==> src/rtl/brkreg_pkg.sv <==
// Package: field positions, protection levels and write-mask derivation
// for the break control register.
// Assumes a fixed 32-bit layout with two break channels.
package brkreg_pkg;

    localparam int REG_W    = 32;
    localparam int DT_W     = 8;
    localparam int LOCK_W   = 2;
    localparam int FILT_W   = 4;
    localparam int NUM_BRK  = 2;

    localparam int DT_LSB    = 0;
    localparam int LOCK_LSB  = 8;
    localparam int OFFI_BIT  = 10;
    localparam int OFFR_BIT  = 11;
    localparam int MOE_BIT   = 12;
    localparam int AOE_BIT   = 13;
    localparam int FILTA_LSB = 16;
    localparam int FILTB_LSB = 22;
    localparam int DIS_LSB   = 28;

    // Bits owned by hardware or reserved: never taken from the write mask
    localparam logic [REG_W-1:0] HW_BITS   = 32'hF000_1000;
    localparam logic [REG_W-1:0] LOCK_BITS = 32'h0000_0300;
    localparam logic [REG_W-1:0] OFF_BITS  = 32'h0000_0C00;
    localparam logic [REG_W-1:0] L1_BITS   = 32'h0FFF_E0FF;

    typedef enum logic [LOCK_W-1:0] {
        PROT_NONE = 2'd0,
        PROT_L1   = 2'd1,
        PROT_L2   = 2'd2,
        PROT_L3   = 2'd3
    } prot_lvl_e;

    // Per-channel bit positions (channel 0 = A, channel 1 = B)
    function automatic int en_pos(input int ch);
        return (ch == 0) ? 14 : 20;
    endfunction

    function automatic int pol_pos(input int ch);
        return (ch == 0) ? 15 : 21;
    endfunction

    function automatic int bid_pos(input int ch);
        return (ch == 0) ? 26 : 27;
    endfunction

    // Writable ordinary fields for a given protection level
    function automatic logic [REG_W-1:0] field_mask(input prot_lvl_e lvl);
        logic [REG_W-1:0] m;
        m = ~(HW_BITS | LOCK_BITS);
        if (lvl != PROT_NONE) m = m & ~L1_BITS;
        if (lvl == PROT_L2 || lvl == PROT_L3) m = m & ~OFF_BITS;
        return m;
    endfunction

endpackage

==> src/rtl/brk_lock_guard.sv <==
// Protection-level holder.
// Stores the write-once protection level and turns it into a write mask
// for the ordinary fields. Assumes any write closes the level field.
module brk_lock_guard
    import brkreg_pkg::*;
(
    input  logic              clk,
    input  logic              rst_n,
    input  logic              wr_en,
    input  logic [LOCK_W-1:0] wr_lock,
    output logic [LOCK_W-1:0] lock_lvl,
    output logic [REG_W-1:0]  wr_mask
);

    logic [LOCK_W-1:0] lock_q;
    logic              closed_q;

    // Load the level on the first write only, then close it
    always_ff @(posedge clk) begin
        if (!rst_n) begin
            lock_q   <= '0;
            closed_q <= 1'b0;
        end else if (wr_en) begin
            if (!closed_q) lock_q <= wr_lock;
            closed_q <= 1'b1;
        end
    end

    // Mask of the fields that the current level still allows
    always_comb begin
        wr_mask = field_mask(prot_lvl_e'(lock_q));
    end

    assign lock_lvl = lock_q;

    AST_LOCK_WRITE_ONCE: assert property (@(posedge clk) disable iff (!rst_n)
        closed_q |=> $stable(lock_q));

endmodule

==> src/rtl/brk_sense.sv <==
// Break channel sensing.
// Delays the stored enable, polarity and bidirectional bits by one cycle,
// decodes the active level of the raw input (asynchronous path) and keeps
// the disarm flag that hardware clears when the source is not active.
module brk_sense (
    input  logic clk,
    input  logic rst_n,
    input  logic en_st,
    input  logic pol_st,
    input  logic bid_st,
    input  logic dis_wr,
    input  logic dis_wd,
    input  logic raw,
    output logic en_eff,
    output logic pol_eff,
    output logic bid_eff,
    output logic dis_q,
    output logic active
);

    // One-cycle lag before written settings take effect
    always_ff @(posedge clk) begin
        if (!rst_n) begin
            en_eff  <= 1'b0;
            pol_eff <= 1'b0;
            bid_eff <= 1'b0;
        end else begin
            en_eff  <= en_st;
            pol_eff <= pol_st;
            bid_eff <= bid_st;
        end
    end

    // Active level decode: polarity 1 = high active, 0 = low active
    always_comb begin
        active = en_eff && (raw == pol_eff);
    end

    // Disarm flag: written by software, cleared once the source is idle
    always_ff @(posedge clk) begin
        if (!rst_n)       dis_q <= 1'b0;
        else if (dis_wr)  dis_q <= dis_wd;
        else if (!active) dis_q <= 1'b0;
    end

    AST_ENABLE_LAGS: assert property (@(posedge clk) disable iff (!rst_n)
        $rose(en_st) |-> !en_eff);
    AST_DISARM_HOLD: assert property (@(posedge clk) disable iff (!rst_n)
        (dis_q && active && !dis_wr) |=> dis_q);
    AST_DISARM_CLEAR: assert property (@(posedge clk) disable iff (!rst_n)
        (dis_q && !active && !dis_wr) |=> !dis_q);

endmodule

==> src/rtl/brk_moe_ctrl.sv <==
// Main output enable control.
// A break clears the enable combinationally; software may write it; an
// update event sets it when automatic enabling is selected. Assumes
// brk_any is already qualified by the channel enables.
module brk_moe_ctrl (
    input  logic clk,
    input  logic rst_n,
    input  logic brk_any,
    input  logic wr_en,
    input  logic wr_moe,
    input  logic upd_evt,
    input  logic auto_oe,
    output logic main_oe
);

    logic moe_q;

    // Stored enable: break has priority, then software, then auto set
    always_ff @(posedge clk) begin
        if (!rst_n)                   moe_q <= 1'b0;
        else if (brk_any)             moe_q <= 1'b0;
        else if (wr_en)               moe_q <= wr_moe;
        else if (upd_evt && auto_oe)  moe_q <= 1'b1;
    end

    // Output gated by the break without waiting for an edge
    assign main_oe = moe_q && !brk_any;

    AST_AUTO_SET: assert property (@(posedge clk) disable iff (!rst_n)
        (upd_evt && auto_oe && !brk_any && !wr_en) |=> moe_q);
    AST_NO_AUTO_WHEN_OFF: assert property (@(posedge clk) disable iff (!rst_n)
        (!auto_oe && !wr_en && !moe_q) |=> !moe_q);
    AST_SW_SET_BLOCKED: assert property (@(posedge clk) disable iff (!rst_n)
        (brk_any && wr_en && wr_moe) |=> !moe_q);
    AST_BREAK_LATCHES_LOW: assert property (@(posedge clk) disable iff (!rst_n)
        (brk_any && !wr_en) |=> !moe_q);

endmodule

==> src/rtl/brk_ctrl_reg.sv <==
// Break control register top.
// Holds the ordinary configuration fields under the write mask from the
// protection guard, instantiates one sensing slice per break channel and
// the main output enable control, and assembles the read-back word.
// Assumes wr_en is a single-cycle strobe in the clk domain.
module brk_ctrl_reg
    import brkreg_pkg::*;
(
    input  logic              clk,
    input  logic              rst_n,
    input  logic              wr_en,
    input  logic [REG_W-1:0]  wr_data,
    input  logic [NUM_BRK-1:0] brk_in,
    input  logic              upd_evt,
    output logic [REG_W-1:0]  cfg_word,
    output logic [DT_W-1:0]   dead_time,
    output logic [LOCK_W-1:0] lock_lvl,
    output logic              off_idle_sel,
    output logic              off_run_sel,
    output logic              auto_oe,
    output logic [NUM_BRK-1:0] brk_en,
    output logic [NUM_BRK-1:0] brk_pol,
    output logic [FILT_W-1:0] brk_filt_a,
    output logic [FILT_W-1:0] brk_filt_b,
    output logic [NUM_BRK-1:0] brk_bidir,
    output logic [NUM_BRK-1:0] brk_disarm,
    output logic              main_oe,
    output logic              brk_active
);

    logic [REG_W-1:0]   cfg_q;
    logic [REG_W-1:0]   wr_mask;
    logic [NUM_BRK-1:0] act;
    logic               brk_any;

    brk_lock_guard u_guard (
        .clk      (clk),
        .rst_n    (rst_n),
        .wr_en    (wr_en),
        .wr_lock  (wr_data[LOCK_LSB +: LOCK_W]),
        .lock_lvl (lock_lvl),
        .wr_mask  (wr_mask)
    );

    // Ordinary fields: only bits allowed by the mask take the write value
    always_ff @(posedge clk) begin
        if (!rst_n)     cfg_q <= '0;
        else if (wr_en) cfg_q <= (cfg_q & ~wr_mask) | (wr_data & wr_mask);
    end

    for (genvar ch = 0; ch < NUM_BRK; ch++) begin : g_chan
        brk_sense u_sense (
            .clk     (clk),
            .rst_n   (rst_n),
            .en_st   (cfg_q[en_pos(ch)]),
            .pol_st  (cfg_q[pol_pos(ch)]),
            .bid_st  (cfg_q[bid_pos(ch)]),
            .dis_wr  (wr_en),
            .dis_wd  (wr_data[DIS_LSB + ch]),
            .raw     (brk_in[ch]),
            .en_eff  (brk_en[ch]),
            .pol_eff (brk_pol[ch]),
            .bid_eff (brk_bidir[ch]),
            .dis_q   (brk_disarm[ch]),
            .active  (act[ch])
        );
    end

    assign brk_any    = |act;
    assign brk_active = brk_any;

    brk_moe_ctrl u_moe (
        .clk     (clk),
        .rst_n   (rst_n),
        .brk_any (brk_any),
        .wr_en   (wr_en),
        .wr_moe  (wr_data[MOE_BIT]),
        .upd_evt (upd_evt),
        .auto_oe (cfg_q[AOE_BIT]),
        .main_oe (main_oe)
    );

    // Decoded configuration fields
    assign dead_time    = cfg_q[DT_LSB +: DT_W];
    assign off_idle_sel = cfg_q[OFFI_BIT];
    assign off_run_sel  = cfg_q[OFFR_BIT];
    assign auto_oe      = cfg_q[AOE_BIT];
    assign brk_filt_a   = cfg_q[FILTA_LSB +: FILT_W];
    assign brk_filt_b   = cfg_q[FILTB_LSB +: FILT_W];

    // Read-back word: stored fields merged with hardware-owned bits
    always_comb begin
        cfg_word = cfg_q & ~(HW_BITS | LOCK_BITS);
        cfg_word[LOCK_LSB +: LOCK_W]  = lock_lvl;
        cfg_word[MOE_BIT]             = main_oe;
        cfg_word[DIS_LSB +: NUM_BRK]  = brk_disarm;
    end

    AST_L1_FIELDS_HELD: assert property (@(posedge clk) disable iff (!rst_n)
        (lock_lvl != 2'd0 && wr_en) |=> ($stable(dead_time) && $stable(brk_filt_a)
            && $stable(brk_filt_b) && $stable(auto_oe)));
    AST_L2_OFF_HELD: assert property (@(posedge clk) disable iff (!rst_n)
        (lock_lvl[1] && wr_en) |=> ($stable(off_idle_sel) && $stable(off_run_sel)));
    AST_RESERVED_ZERO: assert property (@(posedge clk) disable iff (!rst_n)
        cfg_word[31:30] == 2'b00);

endmodule

==> config.mk <==
export PLATFORM = sky130hd
export DESIGN_NAME = brk_ctrl_reg
export DESIGN_NICKNAME = d
export VERILOG_FILES = /design/src/rtl/brkreg_pkg.sv /design/src/rtl/brk_lock_guard.sv /design/src/rtl/brk_sense.sv /design/src/rtl/brk_moe_ctrl.sv /design/src/rtl/brk_ctrl_reg.sv
export SDC_FILE = /design/constraint.sdc
export NUM_CORES = 1
export LEC_CHECK = 0
export ABC_AREA = 1
export BUFFER_PORTS_ARGS = -buffer_cell sky130_fd_sc_hd__buf_2
export CORE_MARGIN = 8
export CORE_UTILIZATION = 44
export CTS_BUF_LIST = sky130_fd_sc_hd__clkbuf_8
export DETAILED_ROUTE_END_ITERATION = 10
export GPL_ROUTABILITY_DRIVEN = 0
export PLACE_DENSITY = 0.8
export SYNTH_ARGS = -nofsm -noshare
export SYNTH_HDL_FRONTEND = slang
export SYNTH_SLANG_ARGS = --single-unit
==> constraint.sdc <==
create_clock -name clk -period 1.4 [get_ports clk]
set_input_delay 0.14 -clock clk [delete_from_list [all_inputs] [get_ports clk]]
set_output_delay 0.14 -clock clk [all_outputs]
set_load 0.02 [all_outputs]
==> results.ini, run 1 <==
[yosys]
cell_with_the_most_instances_after_synthesis=sky130_fd_sc_hd__nor2_1
post_synth_cell_types=17
post_synth_inst_count=212
synthDominantCellAreaShare_pct=45.4
synth_warnings=0
mean_instance_size_in_the_synthesized_netlist_um2=7.70
ys_dominant_reg_cell=sky130_fd_sc_hd__dfxtp_1
postSynthRegisterBits=37
postSynth.asyncResetShare_pct=0
yosys-top-cells-count=sky130_fd_sc_hd__nor2_1 (55), sky130_fd_sc_hd__buf_4 (41), sky130_fd_sc_hd__dfxtp_1 (37)
synth_area_leader_cell=sky130_fd_sc_hd__dfxtp_1
ys_top_cells_by_area=sky130_fd_sc_hd__dfxtp_1 (45%), sky130_fd_sc_hd__buf_4 (19%), sky130_fd_sc_hd__nor2_1 (13%)
synthesis.area_um2=1630
yosysSeqAreaShare_pct=45.4
synth_edf_count=0

[cells_and_area]
fill_count=378
layout-drive-gt1-share_pct=41.0
area_grow_syn2layout_pct=21.1
final_net_count=308
antennaDiodeCount=0
postLayoutCoreUtil_pct=54.9

[worst_setup_path]
critical_path.endpoint_type=output pin
worst_ep_required_time_ns=1.26
crit_path_top_delay_cell=sky130_fd_sc_hd__dfxtp_2
critical_path.max_fanout=3
worstPathBufferInverterCount=2
cp_cell_sequence=inv_1, nand2_1, nand3_2, nand2_2, nor2_4, buf_4
arrival_ns=1.17
critical_path_class=flip-flop to output pin
startpoint_type=flip-flop
cpLargestDelayFamily=simple AND/OR/NAND/NOR gates
crit_path_max_incr_delay_ns=0.33

[sta]
max_clock_freq_mhz=766
fin_crit_ns=1.31
fin_worst_skew_ns=0.00712
timing.final.crit_share_pct=93.2
fin_tns_setup_ns=0
setup-violations-final=0
timing.max_slew.rel_slack_pct=65.6
slew_viol_final=0
finalHoldViolCount=0
rsz0062_at_grt=no
slew_at_the_pin_closest_to_its_max_slew_limit_ns=0.516

[route]
via_per_inst=4.29
first_pass_iters=4
totalWireLength_um=3840
wl_per_cell_um=12.0
routed-via-count=1368
number_of_design_rule_violations_left_after_detail_routing=0
drtIter0Drc=99
drtAntennaViolNets=0

[power_and_ir_drop]
switching_share_pct=28.9
vdd_ir_drop_max_mv=0.555
comb_power_share_pct=21.9
power_frac_clock_pct=33.6
p_per_area_nw_per_um2=1360
total_switching_power_uw=778
share_seq_of_total_power_pct=44.4
internal_power_mw=1.92
cellLeakagePower_nw=1.11

[floorplan]
row_count=22
die_width_um=76.9
die_height_um=76.9
boundaryPins=101
coreArea_um2=3610
start_util_pct=45.3
die_area_um2=5920

[global_route]
grt_use_total_pct=13.3
number_of_global_route_vias_before_repair=1435
grt_max_degree=34
grt_first_pass_wirelength_um=6580
globalRoute.totalOverflow=0
grt_antenna_before_repair=0

[clock_tree]
post-cts-setup-buffer-count=0
cts.sink_count=37
clockBufferDepth=2
cts_made_buffers=5
clkSlewWorstSetupHoldPaths_ns=0.07
number_of_buffers_inserted_for_hold_repair_after_clock_tree_synthesis=0
tritoncts=done
htree_num_levels=2
postCtsResizedCells=0
worst_skew_pair.late_latency_ns=0.27
cts.root.buffer_cell=sky130_fd_sc_hd__clkbuf_8

[placement]
dp_hpwl_um=2920
numPortBuffers=96

[job]
number_of_max_capacitance_violations_reported=0

[outcome]
run_status=finished, final reports clean

[hold_path]
worst_hold_path_type=input pin to flip-flop

[layout by cell type (no fill, tap or decap)]
cell / netlist / routed
sky130_fd_sc_hd__buf_2: 3 / 94
sky130_fd_sc_hd__nor2_1: 55 / 54
sky130_fd_sc_hd__dfxtp_1: 37 / 36
sky130_fd_sc_hd__o21ai_0: 18 / 18
sky130_fd_sc_hd__inv_1: 15 / 16
sky130_fd_sc_hd__nand2_1: 14 / 13
sky130_fd_sc_hd__o21ai_1: 10 / 10
sky130_fd_sc_hd__clkbuf_8: 0 / 6
sky130_fd_sc_hd__a21oi_1: 5 / 5
sky130_fd_sc_hd__nand3_1: 4 / 3
sky130_fd_sc_hd__buf_4: 41 / 3
sky130_fd_sc_hd__nand2_2: 1 / 2
sky130_fd_sc_hd__nand4_1: 2 / 2
sky130_fd_sc_hd__conb_1: 1 / 2
sky130_fd_sc_hd__nand3_2: 0 / 1
sky130_fd_sc_hd__nor2_4: 0 / 1
sky130_fd_sc_hd__inv_4: 1 / 1
sky130_fd_sc_hd__o211ai_1: 1 / 1
sky130_fd_sc_hd__bufinv_16: 0 / 1
sky130_fd_sc_hd__dfxtp_2: 0 / 1
sky130_fd_sc_hd__buf_6: 2 / 1
[routing by layer]
metal	global-route usage, %	part of all wire [%]	wire (um)	vias to the layer above
li1	-	-	-	732
met1	13.2	41	1580	586
met2	23.4	51	1940	46
met3	5.48	6.9	264	4
met4	6.35	1.5	57	0
met5	0	0	0	-
[worst paths after layout]
check	from	to	slack, ns	cells past startpoint
hold reg to reg	flip-flop	g_chan[0].u_sense.pol_eff	0.44	2
setup reg to reg	u_guard.lock_lvl[0]	flip-flop	0.29	5
setup / recovery	g_chan[0].u_sense.pol_eff	cfg_word[12]	0.09	6
hold / removal	wr_data[11]	flip-flop	0.09	3
[power by group through the flow]
stage	clock (mW)	sequential, mW	combinational [mW]
after floorplan	0	1.28	0.428
after global placement	0	1.22	0.581
after detailed placement	0	1.22	0.590
after CTS	0.932	1.20	0.590
after global routing	0.984	1.21	0.655
final	0.907	1.20	0.591
[cells by family (layout without fill, tap and decap cells)]
group | after synthesis | after routing | synth area share (%)
simple gates | 76 | 76 | 18.2
buf+inv | 64 | 122 | 25.6
flops | 37 | 37 | 45.4
compound gates | 34 | 34 | 10.6
other cells | 1 | 2 | 0.230
[worst reg2reg max path, stage by stage (launching register included)]
cell and delay (ns):
sky130_fd_sc_hd__dfxtp_1 0.33, sky130_fd_sc_hd__nor2_1 0.13, sky130_fd_sc_hd__nand2_2 0.09, sky130_fd_sc_hd__buf_4 0.22
sky130_fd_sc_hd__o21ai_0 0.19, sky130_fd_sc_hd__nor2_1 0.06
[final cells by class]
type | count | area (um^2) | area share, %
flip-flops and latches | 37 | 742 | 37.5
repair buffers | 98 | 504 | 25.5
multi-input cells | 112 | 493 | 24.9
clock buffers | 6 | 82.6 | 4.17
inverters | 16 | 62.6 | 3.16
well taps | 48 | 60.1 | 3.04
clock inverters | 2 | 33.8 | 1.71
[through the flow]
stage          instances  hold WS (ns)  instance area [um^2]  setup slack [ns]  power, mW
5_1_grt              319        0.0997                  1980           0.00220       2.85
4_1_cts              319        0.0862                  1950            0.0765       2.72
3_3_place_gp         311         0.365                  1840             0.330       1.80
3_5_place_dp         311         0.381                  1840             0.286       1.81
6_report             319        0.0940                  1980            0.0946       2.70
2_1_floorplan        213         0.275                  1640            0.0447       1.71
(Power assumes the default switching activity.)
==> inputs of run 2 (changes only) <==
==> constraint.sdc (replaced) <==
create_clock -name clk -period 1.4 [get_ports clk]
set_input_delay 0 -clock clk [delete_from_list [all_inputs] [get_ports clk]]
set_output_delay 0 -clock clk [all_outputs]
set_load 0.02 [all_outputs]
==> results.ini, run 2 (synthesis results as in run 1) <==
[power_and_ir_drop]
p_per_area_nw_per_um2=1150  ; -15%
cellLeakagePower_nw=1.20  ; +8.6%
vdd_ir_drop_max_mv=0.818  ; +47%
p_total_mw=2.53  ; -6.2%

[placement]
dp_hpwl_um=2890  ; -0.87%
placed_cells_incl_taps=310  ; -0.32%
post-place-ws_ns=0.288  ; +0.00254 ns
postPlaceCellArea_um2=1830  ; -0.41%
numPortBuffers=96  ; unchanged

[global_route]
grt_antenna_before_repair=0  ; unchanged
number_of_global_route_vias_before_repair=1587  ; +11%
grt_max_degree=37  ; +8.8%
globalRoute.totalOverflow=0  ; unchanged
grt_use_total_pct=15.0  ; +1.6 points
grt_first_pass_wirelength_um=7250  ; +10%

[sta]
max_clock_freq_mhz=845  ; +10%
slew_viol_final=0  ; unchanged
slew_at_the_pin_closest_to_its_max_slew_limit_ns=0.564  ; +0.0485 ns
fin_worst_skew_ns=0.00414  ; -0.00298 ns
finalHoldViolCount=0  ; unchanged
timing.max_slew.rel_slack_pct=62.4  ; -3.2 points
fin_crit_ns=1.18  ; -0.121 ns
postLayoutSetupSlackWorst_ns=0.216  ; +0.121 ns
hold-worst-slack_ns=0.00186  ; -0.0922 ns
fin_tns_setup_ns=0  ; unchanged
timing.final.crit_share_pct=84.6  ; -8.7 points
rsz0062_at_grt=no
setup-violations-final=0  ; unchanged

[cells_and_area]
postLayoutCoreUtil_pct=60.8  ; +5.9 points
final_area_um2=2190  ; +11%
layout-drive-gt1-share_pct=35.6  ; -5.4 points
non_filler_cells_final=346  ; +8.5%
area_grow_syn2layout_pct=34.3
most-common-layout-cells=sky130_fd_sc_hd__buf_2 (96), sky130_fd_sc_hd__nor2_1 (55), sky130_fd_sc_hd__dfxtp_1 (37)
fill_count=332  ; -12%
layout_commonest_cell=sky130_fd_sc_hd__buf_2
final_net_count=335  ; +8.8%
antennaDiodeCount=0  ; unchanged

[floorplan]
coreArea_um2=3610  ; unchanged
die_width_um=76.9  ; unchanged
row_count=22  ; unchanged
start_util_pct=45.3  ; unchanged
die_height_um=76.9  ; unchanged
boundaryPins=101  ; unchanged
die_area_um2=5920  ; unchanged

[clock_tree]
cts_made_buffers=5  ; unchanged
cts.root.buffer_cell=sky130_fd_sc_hd__clkbuf_8
cts.sink_count=37  ; unchanged
htree_num_levels=2  ; unchanged
clkSlewWorstSetupHoldPaths_ns=0.07  ; about the same
postCtsResizedCells=0  ; unchanged
tritoncts=done
clockBufferDepth=2  ; unchanged
worst_skew_pair.late_latency_ns=0.28  ; about the same

[route]
drtIter0Drc=48  ; -52%
totalWireLength_um=4300  ; +12%
number_of_design_rule_violations_left_after_detail_routing=0  ; unchanged
wl_per_cell_um=12.4  ; +3.3%
drtAntennaViolNets=0  ; unchanged
via_per_inst=4.38  ; +2.0%
routed-via-count=1514  ; +11%
first_pass_iters=4  ; unchanged

[job]
number_of_max_capacitance_violations_reported=0  ; unchanged

[worst_setup_path]
arrival_ns=1.18  ; about the same
critical_path.max_fanout=3  ; unchanged
worst_ep_required_time_ns=1.40  ; +0.14 ns
critical_path.endpoint_type=output pin
critical_path_class=flip-flop to output pin
startpoint_type=flip-flop

[outcome]
run_status=finished, final reports clean

[hold_path]
worst_hold_path_type=input pin to flip-flop

==> run 2: cell types whose count changed in the layout (fill, tap and decap cells not counted), sizes merged <==
cell | before | now
dlygate4sd3 | 0 | 28
clkinv | 0 | 2
buf | 98 | 97
bufinv | 1 | 0
clkbuf | 6 | 5
==> run 2: path summary, 6_finish.rpt <==
check	depth (start not counted)	from	slack [ns]	endpoint
worst max-delay path	6	g_chan[0].u_sense.pol_eff	0.22	cfg_word[12]
worst min-delay path	3	wr_data[26]	0.002	flip-flop
worst max register to register	5	u_guard.lock_lvl[0]	0.28	flip-flop
worst min register to register	2	flip-flop	0.44	g_chan[1].u_sense.en_eff
==> run 2: what timing repair did <==
item	in CTS	in global routing
buffers inserted	0	0
hold buffers	28	0
hold endpoints to repair	28	0
endpoints found under the setup margin	0	0
==> run 2: final cells by class <==
type	instances	area (um^2)	share of cell area (%)
sequential	37	741	33.8
clock inverter	3	13.8	0.628
clock buffer	5	68.8	3.14
timing repair buffer	125	768	35.0
inverter	16	62.6	2.85
multi-input combinational	112	478	21.8
tap	48	60.1	2.74
==> run 2: worst max-delay path, stage by stage (launching register included) <==
cell and delay, ns:
sky130_fd_sc_hd__dfxtp_1 0.33, sky130_fd_sc_hd__inv_1 0.05, sky130_fd_sc_hd__nand2_1 0.06, sky130_fd_sc_hd__nand3_1 0.08, sky130_fd_sc_hd__nand2_1 0.09, sky130_fd_sc_hd__nor2_1 0.11, sky130_fd_sc_hd__buf_2 0.18
==> run 2: per-layer routing <==
layer	track usage (%)	up-vias	part of all wire (%)
li1	-	791	-
met1	14.0	658	39
met2	27.3	58	51
met3	6.06	7	7.6
met4	7.50	0	1.9
met5	0	-	0
==> run 2: power by group <==
group	total (mW)	leakage (nW)	switching (mW)	internal, mW
Combinational	0.644	0.848	0.398	0.246
Clock	0.687	0.0491	0.350	0.337
Sequential	1.20	0.306	0.0575	1.14
